**config.mk**
```make
export PLATFORM = sky130hd
export DESIGN_NAME = flash_status_gen
export DESIGN_NICKNAME = d
export VERILOG_FILES = /design/src/rtl/flash_stat_pkg.sv /design/src/rtl/flash_we_counter.sv /design/src/rtl/flash_toggle_gen.sv /design/src/rtl/flash_status_fsm.sv /design/src/rtl/flash_status_gen.sv
export SDC_FILE = /design/constraint.sdc
export NUM_CORES = 1
export LEC_CHECK = 0
export ABC_CLOCK_PERIOD_IN_PS = 2000
export BUFFER_PORTS_ARGS = -buffer_cell sky130_fd_sc_hd__buf_4
export CAP_MARGIN = 10
export CORE_MARGIN = 8
export CORE_UTILIZATION = 53
export CTS_BUF_LIST = sky130_fd_sc_hd__clkbuf_2 sky130_fd_sc_hd__clkbuf_4 sky130_fd_sc_hd__clkbuf_8
export DETAILED_ROUTE_END_ITERATION = 8
export PLACE_DENSITY = 0.84
export REMOVE_ABC_BUFFERS = 1
export SYNTH_ARGS = -nofsm -noshare
export SYNTH_HDL_FRONTEND = slang
export SYNTH_HIERARCHICAL = 1
export SYNTH_SLANG_ARGS = --single-unit
```
**constraint.sdc**
```tcl
create_clock -name clk -period 2 [get_ports clk]
set_input_delay 0.3 -clock clk [delete_from_list [all_inputs] [get_ports clk]]
set_output_delay 0.3 -clock clk [all_outputs]
set_load 0.02 [all_outputs]
```
**src/rtl/flash_stat_pkg.sv**
```systemverilog
package flash_stat_pkg;

    typedef enum logic [1:0] {
        OP_NONE = 2'b00,
        OP_PROG = 2'b01,
        OP_SECT = 2'b10,
        OP_CHIP = 2'b11
    } op_kind_e;

    typedef enum logic [2:0] {
        ST_READ,
        ST_PROG,
        ST_GUARD,
        ST_WINDOW,
        ST_ERASE,
        ST_FAIL
    } fsm_state_e;

    localparam int unsigned PROG_PULSES  = 4;
    localparam int unsigned ERASE_PULSES = 6;

    localparam int unsigned TOG_BIT  = 6;
    localparam int unsigned FAIL_BIT = 5;
    localparam int unsigned ERS_BIT  = 3;

endpackage

```
**src/rtl/flash_we_counter.sv**
```systemverilog
module flash_we_counter
    import flash_stat_pkg::*;
(
    input  logic       clk,
    input  logic       rst_n,
    input  logic       we_n,
    input  logic [1:0] op_kind,
    input  logic       enable,
    output logic       we_rise,
    output logic       prog_go,
    output logic       erase_go
);
    localparam int unsigned CW = $clog2(ERASE_PULSES + 1);

    logic          we_q;
    logic [CW-1:0] cnt;
    op_kind_e      op;

    assign op      = op_kind_e'(op_kind);
    assign we_rise = we_n & ~we_q;

    assign prog_go  = enable && we_rise && (op == OP_PROG)
                      && (cnt == CW'(PROG_PULSES - 1));
    assign erase_go = enable && we_rise && ((op == OP_SECT) || (op == OP_CHIP))
                      && (cnt == CW'(ERASE_PULSES - 1));

    always_ff @(posedge clk) begin
        if (!rst_n) begin
            we_q <= 1'b1;
            cnt  <= '0;
        end else begin
            we_q <= we_n;
            if (!enable || op == OP_NONE || prog_go || erase_go)
                cnt <= '0;
            else if (we_rise)
                cnt <= cnt + 1'b1;
        end
    end

    // the pulse count never passes the longest sequence
    p_cnt_bound_r4: assert property (@(posedge clk) disable iff (!rst_n)
        cnt < CW'(ERASE_PULSES));

endmodule

```
**src/rtl/flash_toggle_gen.sv**
```systemverilog
module flash_toggle_gen (
    input  logic clk,
    input  logic rst_n,
    input  logic ce_n,
    input  logic oe_n,
    input  logic active,
    output logic tog
);
    logic rd_en;
    logic rd_q;

    assign rd_en = ~ce_n & ~oe_n;

    always_ff @(posedge clk) begin
        if (!rst_n) begin
            rd_q <= 1'b0;
            tog  <= 1'b0;
        end else begin
            rd_q <= rd_en;
            if (!active)
                tog <= 1'b0;
            else if (rd_en && !rd_q)
                tog <= ~tog;
        end
    end

endmodule

```
**src/rtl/flash_status_fsm.sv**
```systemverilog
module flash_status_fsm
    import flash_stat_pkg::*;
#(
    parameter int unsigned GUARD_PROG_CYC  = 200,
    parameter int unsigned GUARD_ERASE_CYC = 20000,
    parameter int unsigned WINDOW_CYC      = 2000,
    parameter int unsigned PULSE_LIMIT     = 3000
) (
    input  logic       clk,
    input  logic       rst_n,
    input  logic       prog_go,
    input  logic       erase_go,
    input  logic       we_rise,
    input  logic [1:0] op_kind,
    input  logic       prot_hit,
    input  logic       blank_ok,
    input  logic       core_done,
    input  logic       rst_cmd,
    output fsm_state_e state
);
    localparam int unsigned M1 = (GUARD_PROG_CYC > GUARD_ERASE_CYC) ? GUARD_PROG_CYC : GUARD_ERASE_CYC;
    localparam int unsigned M2 = (WINDOW_CYC > PULSE_LIMIT) ? WINDOW_CYC : PULSE_LIMIT;
    localparam int unsigned T_MAX = (M1 > M2) ? M1 : M2;
    localparam int unsigned TW = $clog2(T_MAX + 1);

    fsm_state_e    state_nx;
    logic [TW-1:0] tmr, tmr_nx;
    logic          lock, lock_nx;
    op_kind_e      op;

    assign op = op_kind_e'(op_kind);

    always_ff @(posedge clk) begin
        if (!rst_n) begin
            state <= ST_READ;
            tmr   <= '0;
            lock  <= 1'b0;
        end else begin
            state <= state_nx;
            tmr   <= tmr_nx;
            lock  <= lock_nx;
        end
    end

    always_comb begin
        state_nx = state;
        tmr_nx   = (tmr == '0) ? tmr : tmr - 1'b1;
        lock_nx  = lock;
        unique case (state)
            ST_READ: begin
                lock_nx = 1'b0;
                if (prog_go) begin
                    if (prot_hit) begin
                        state_nx = ST_GUARD;
                        tmr_nx   = TW'(GUARD_PROG_CYC - 1);
                    end else begin
                        state_nx = ST_PROG;
                        tmr_nx   = TW'(PULSE_LIMIT - 1);
                        lock_nx  = !blank_ok;
                    end
                end else if (erase_go) begin
                    if (prot_hit) begin
                        state_nx = ST_GUARD;
                        tmr_nx   = TW'(GUARD_ERASE_CYC - 1);
                    end else if (op == OP_SECT) begin
                        state_nx = ST_WINDOW;
                        tmr_nx   = TW'(WINDOW_CYC - 1);
                    end else begin
                        state_nx = ST_ERASE;
                        tmr_nx   = TW'(PULSE_LIMIT - 1);
                    end
                end
            end
            ST_GUARD: begin
                if (tmr == '0) state_nx = ST_READ;
            end
            ST_WINDOW: begin
                if (we_rise && op == OP_SECT) begin
                    tmr_nx = TW'(WINDOW_CYC - 1);
                end else if (tmr == '0) begin
                    state_nx = ST_ERASE;
                    tmr_nx   = TW'(PULSE_LIMIT - 1);
                end
            end
            ST_PROG, ST_ERASE: begin
                if (core_done && !lock) state_nx = ST_READ;
                else if (tmr == '0)     state_nx = ST_FAIL;
            end
            ST_FAIL: begin
                if (rst_cmd) state_nx = ST_READ;
            end
            default: state_nx = ST_READ;
        endcase
    end

    // an unlocked job ends on core_done
    p_done_exit_r6: assert property (@(posedge clk) disable iff (!rst_n)
        ((state == ST_PROG || state == ST_ERASE) && core_done && !lock) |=> state == ST_READ);

    // a locked program never completes through core_done
    p_lock_hold_r11: assert property (@(posedge clk) disable iff (!rst_n)
        (state == ST_PROG && lock) |=> state != ST_READ);

    // the failure state is left only by the reset command
    p_fail_stick_r10: assert property (@(posedge clk) disable iff (!rst_n)
        (state == ST_FAIL && !rst_cmd) |=> state == ST_FAIL);

    // a sector-erase write pulse keeps the window open
    p_win_restart_r9: assert property (@(posedge clk) disable iff (!rst_n)
        (state == ST_WINDOW && we_rise && op == OP_SECT) |=> state == ST_WINDOW);

endmodule

```
**src/rtl/flash_status_gen.sv**
```systemverilog
module flash_status_gen
    import flash_stat_pkg::*;
#(
    parameter int unsigned DW             = 8,
    parameter int unsigned CLK_MHZ        = 100,
    parameter int unsigned GUARD_PROG_US  = 2,
    parameter int unsigned GUARD_ERASE_US = 200,
    parameter int unsigned WINDOW_US      = 20,
    parameter int unsigned PULSE_LIMIT    = 3000
) (
    input  logic          clk,
    input  logic          rst_n,
    input  logic          we_n,
    input  logic          ce_n,
    input  logic          oe_n,
    input  logic [1:0]    op_kind,
    input  logic          prot_hit,
    input  logic          blank_ok,
    input  logic          core_done,
    input  logic          rst_cmd,
    input  logic [DW-1:0] array_data,
    output logic [DW-1:0] dq_out,
    output logic          dq_oe,
    output logic          busy
);
    localparam int unsigned GUARD_PROG_CYC  = GUARD_PROG_US * CLK_MHZ;
    localparam int unsigned GUARD_ERASE_CYC = GUARD_ERASE_US * CLK_MHZ;
    localparam int unsigned WINDOW_CYC      = WINDOW_US * CLK_MHZ;

    fsm_state_e    state;
    logic          we_rise, prog_go, erase_go;
    logic          tog;
    logic [DW-1:0] stat;

    flash_we_counter u_cnt (
        .clk      (clk),
        .rst_n    (rst_n),
        .we_n     (we_n),
        .op_kind  (op_kind),
        .enable   (state == ST_READ),
        .we_rise  (we_rise),
        .prog_go  (prog_go),
        .erase_go (erase_go)
    );

    flash_toggle_gen u_tog (
        .clk    (clk),
        .rst_n  (rst_n),
        .ce_n   (ce_n),
        .oe_n   (oe_n),
        .active (state != ST_READ),
        .tog    (tog)
    );

    flash_status_fsm #(
        .GUARD_PROG_CYC  (GUARD_PROG_CYC),
        .GUARD_ERASE_CYC (GUARD_ERASE_CYC),
        .WINDOW_CYC      (WINDOW_CYC),
        .PULSE_LIMIT     (PULSE_LIMIT)
    ) u_fsm (
        .clk       (clk),
        .rst_n     (rst_n),
        .prog_go   (prog_go),
        .erase_go  (erase_go),
        .we_rise   (we_rise),
        .op_kind   (op_kind),
        .prot_hit  (prot_hit),
        .blank_ok  (blank_ok),
        .core_done (core_done),
        .rst_cmd   (rst_cmd),
        .state     (state)
    );

    always_comb begin
        stat           = '0;
        stat[TOG_BIT]  = tog;
        stat[FAIL_BIT] = (state == ST_FAIL);
        stat[ERS_BIT]  = (state == ST_ERASE);
    end

    assign dq_oe  = ~ce_n & ~oe_n;
    assign busy   = (state == ST_PROG) || (state == ST_ERASE);
    assign dq_out = !dq_oe ? '0 : (state == ST_READ) ? array_data : stat;

    // an undriven bus carries zeros
    p_quiet_bus_r2: assert property (@(posedge clk) disable iff (!rst_n)
        (ce_n || oe_n) |-> dq_out == '0);

    // each new access outside READ flips the toggle bit
    p_tog_flip_r5: assert property (@(posedge clk) disable iff (!rst_n)
        ($rose(!ce_n && !oe_n) && state != ST_READ) |=> tog != $past(tog));

    // busy never coincides with the failure flag
    p_busy_clean_r12: assert property (@(posedge clk) disable iff (!rst_n)
        busy |-> state != ST_FAIL && state != ST_GUARD);

endmodule

```
==> metrics.yaml <==
logic_synthesis:
  yosysWarningCount: 6
  seq_area_frac_synth_pct: 27.86
  avgSynthCellArea_sq_um: 7.646
  synth-seq-cells: 25
  synth-edff-count: 0
  synth_top_area_share_pct: 27.86
  synth_top_area_cell: "dfxtp_1"
  synth_area_sq_mm: 0.001797
  synth_area_leaders: "dfxtp_1 28%, nor2_1 5.0%, a21oi_1 4.5%, ha_1 4.2%, nor4_1 3.5%"
  synth_cells: 235
  ys.flop_type: "dfxtp_1"
  async_flop_share_pct: 0
  synth_cell_types: 53
sta:
  rsz0062_at_grt: "true"
  fmax_mhz: 501.6
  finalMaxSlewViolations: 0
  worst_pin_slew_ns: 0.4726
  final-setup-viol-count: 0
  fin_crit_sh_pct: 99.68
  slew_headroom_pct: 68.20
  final_hold_viol_count: 0
  fin_crit_ns: 1.994
  skew_ns: 0.008522
setup_path:
  cp-end-kind: "flip-flop"
  crit_type: "flip-flop to flip-flop"
  worstSetupStartpoint: "u_fsm/tmr[2]"
  worstPathRequired_ns: 2.29
  cp_max_fo: 3
  cp-start-kind: "flip-flop"
  rr_startpoint: "u_fsm/tmr[2]"
  cp.arrival_ns: 2.29
floorplan:
  num_rows: 21
  die_y_um: 74.23
  io_pins: 29
  dieArea_sq_mm: 0.005509
  core_area_sq_mm: 0.003284
  die-width_um: 74.23
  initial_core_util_pct: 54.70
cells_and_area:
  diodes: 0
  ff_latch_area_sq_um: 508.0
  multi_input_area_sq_mm: 0.001333
  final_cells: 332
  final_layout_size_suffix_gt1_share_pct: 34.27
  nFillCells: 270
  fin_nets: 312
  areaGrowthSynthToFinish_pct: 34.89
power_and_ir_drop:
  power_frac_clock_pct: 7.7
  power_switching_share_pct: 43.74
  leakage_nw: 1.014
  seqPwrFrac_pct: 26.4
  switchingPower_mw: 1.447
  power_mw: 3.308
  combPwrFrac_pct: 66.0
  pwr_density_cell_mw_per_mm2: 1365
  ir_drop_uv: 504.5
  intPower_mw: 1.861
routing:
  firstDrtPassIters: 4
  ant_nets: 0
  topRoutingLayerUsed: "met4"
  avgViaCountPerCell: 6.087
  wl_um: 5247
  met3_length_um: 305
  drtIter0Drc: 99
  drc: 0
  wl_per_cell_um: 15.80
  wl_met2_um: 2611
  vias: 2021
  met1_length_um: 2145
clocking:
  hold_buffers: 0
  numCtsBuffers: 3
  clk_latency_ns: 0.33
  cts_tree: "built"
  path_clk_slew_ns: 0.14
  clockBufferDepth: 2
  cts.sink_count: 25
  cts-root-buf: "clkbuf_4"
  htree_levels: 1
placed_design:
  io_buffers: 28
  hpwl_um: 3831
  place_inst: 320
  gp_congestion: 0.9178
global_routing:
  overflow: 0
  grt_usage_pct: 19.30
  grt_max_degree: 19
  grt_pass1_wl_um: 8556
  grt_pass1_vias: 2023
  antenna_found_initial: 0
run:
  drv_cap: 0
worst_hold_path:
  hold_path_class: "primary input to flip-flop"
  min-delay-start: "ce_n"
outcome:
  status: "finished, final reports clean"
final timing paths:
| kind | endpoint | slack [ns] | cells after the start |
|---|---|---|---|
| worst min register to register | u_tog/tog | 0.50 | 2 |
| worst min-delay path | u_tog/rd_q | 0.13 | 2 |
| worst max-delay path | u_fsm/tmr[7] | 0.006 | 5 |
| worst max register to register | u_fsm/tmr[7] | 0.006 | 5 |
final cells by class:
type                       count  area share, %
inverter                      11          1.704
tap                           46          2.375
multi-input combinational    188          54.98
sequential                    25          20.96
timing repair buffer          58          18.74
clock buffer                   4          1.239
through the flow:
step | area (sq um) | utilization, % | setup WS [ns] | hold WS, ns | TNS, ns
final | 2424 | 73.79 | 0.006447 | 0.1321 | 0
after global routing | 2424 | 73.79 | -0.03485 | 0.1290 | -0.08343
after CTS | 2250 | 68.50 | 0.004919 | 0.1396 | 0
after detailed placement | 2183 | 66.48 | -0.05493 | 0.4753 | -0.1059
after global placement | 2183 | 66.48 | 0.006631 | 0.4660 | 0
after floorplan | 1750 | - | -0.1013 | 0.3730 | -0.2918
timing repair:
| item | in CTS | in global routing |
|---|---|---|
| setup endpoints to repair | 8 | 20 |
| gates resized for setup | 9 | 31 |
| pin swaps | 1 | 9 |
| setup buffers | 1 | 7 |
cell usage in the layout, fill, tap and decap left out, types with 3 or more instances in the layout:
master and n:
dfxtp_1 19, o21a_1 5, nor4_1 7, nand3_1 4
nand2_1 16, a21oi_1 15, and2_1 3, clkbuf_4 4
o21ai_1 3, ha_1 6, mux2i_1 3, o31ai_1 4
nor3b_1 3, and3_1 6, o211ai_1 3, nor4_2 3
o21ai_0 8, nor3_1 5, nor2_1 24, xnor2_1 6
nand4_1 3, nand3b_1 5, or4_4 4, a31oi_1 3
dfxtp_2 6, a211oi_2 3, nand2b_1 3, buf_6 3
buf_4 54, a211oi_1 3, or3_1 3, inv_1 10
critical path, stage by stage (launching register included):
cell and delay (ns):
dfxtp_2 0.35, or4_4 0.53, or3_4 0.35, or4_4 0.48, a21boi_1 0.13, o21a_1 0.11
synth_stat cells, types with 7 or more instances:
cell	count
a21oi_1	16
clkbuf_1	9
dfxtp_1	25
inv_1	10
nand2_1	16
nor2_1	24
nor3_1	7
nor4_1	10
o21ai_0	11
registers in the layout (all words and copies together), names as in the netlist:
register,count
u_tog/tog,1
u_cnt/we_q,1
u_fsm/lock,1
u_fsm/state,3
u_tog/rd_q,1
u_fsm/tmr,15
u_cnt/cnt,3
logic make-up (layout without fill, tap and decap cells):
family                     count (synthesis)  in the layout  share of synthesized area (%)
xor gates and xnor gates                   6              6                          2.925
AOI/OAI and AO/OA                         63             63                          23.61
buffers and inverters                     22             73                          4.874
DFF                                       25             25                          27.86
adders and majority gates                  6              6                          4.178
and+or+nand+nor                          109            109                          34.26
muxes                                      4              4                          2.298
power by group through the flow:
| stage | Clock, mW | Sequential (mW) | Combinational [mW] |
|---|---|---|---|
| detailed placement | 0 | 0.840 | 1.79 |
| CTS | 0.255 | 0.831 | 1.89 |
| finish | 0.254 | 0.872 | 2.18 |
| floorplan | 0 | 0.825 | 1.18 |
| global route | 0.274 | 0.897 | 2.38 |
| global placement | 0 | 0.828 | 1.74 |
layer usage:
metal / up-vias / GRT usage, %
met5: - / 0
met4: 0 / 8.696
met3: 21 / 5.121
met2: 79 / 33.98
met1: 937 / 21.08
li1: 984 / -
Note: power is estimated with default switching activity, not from simulation.
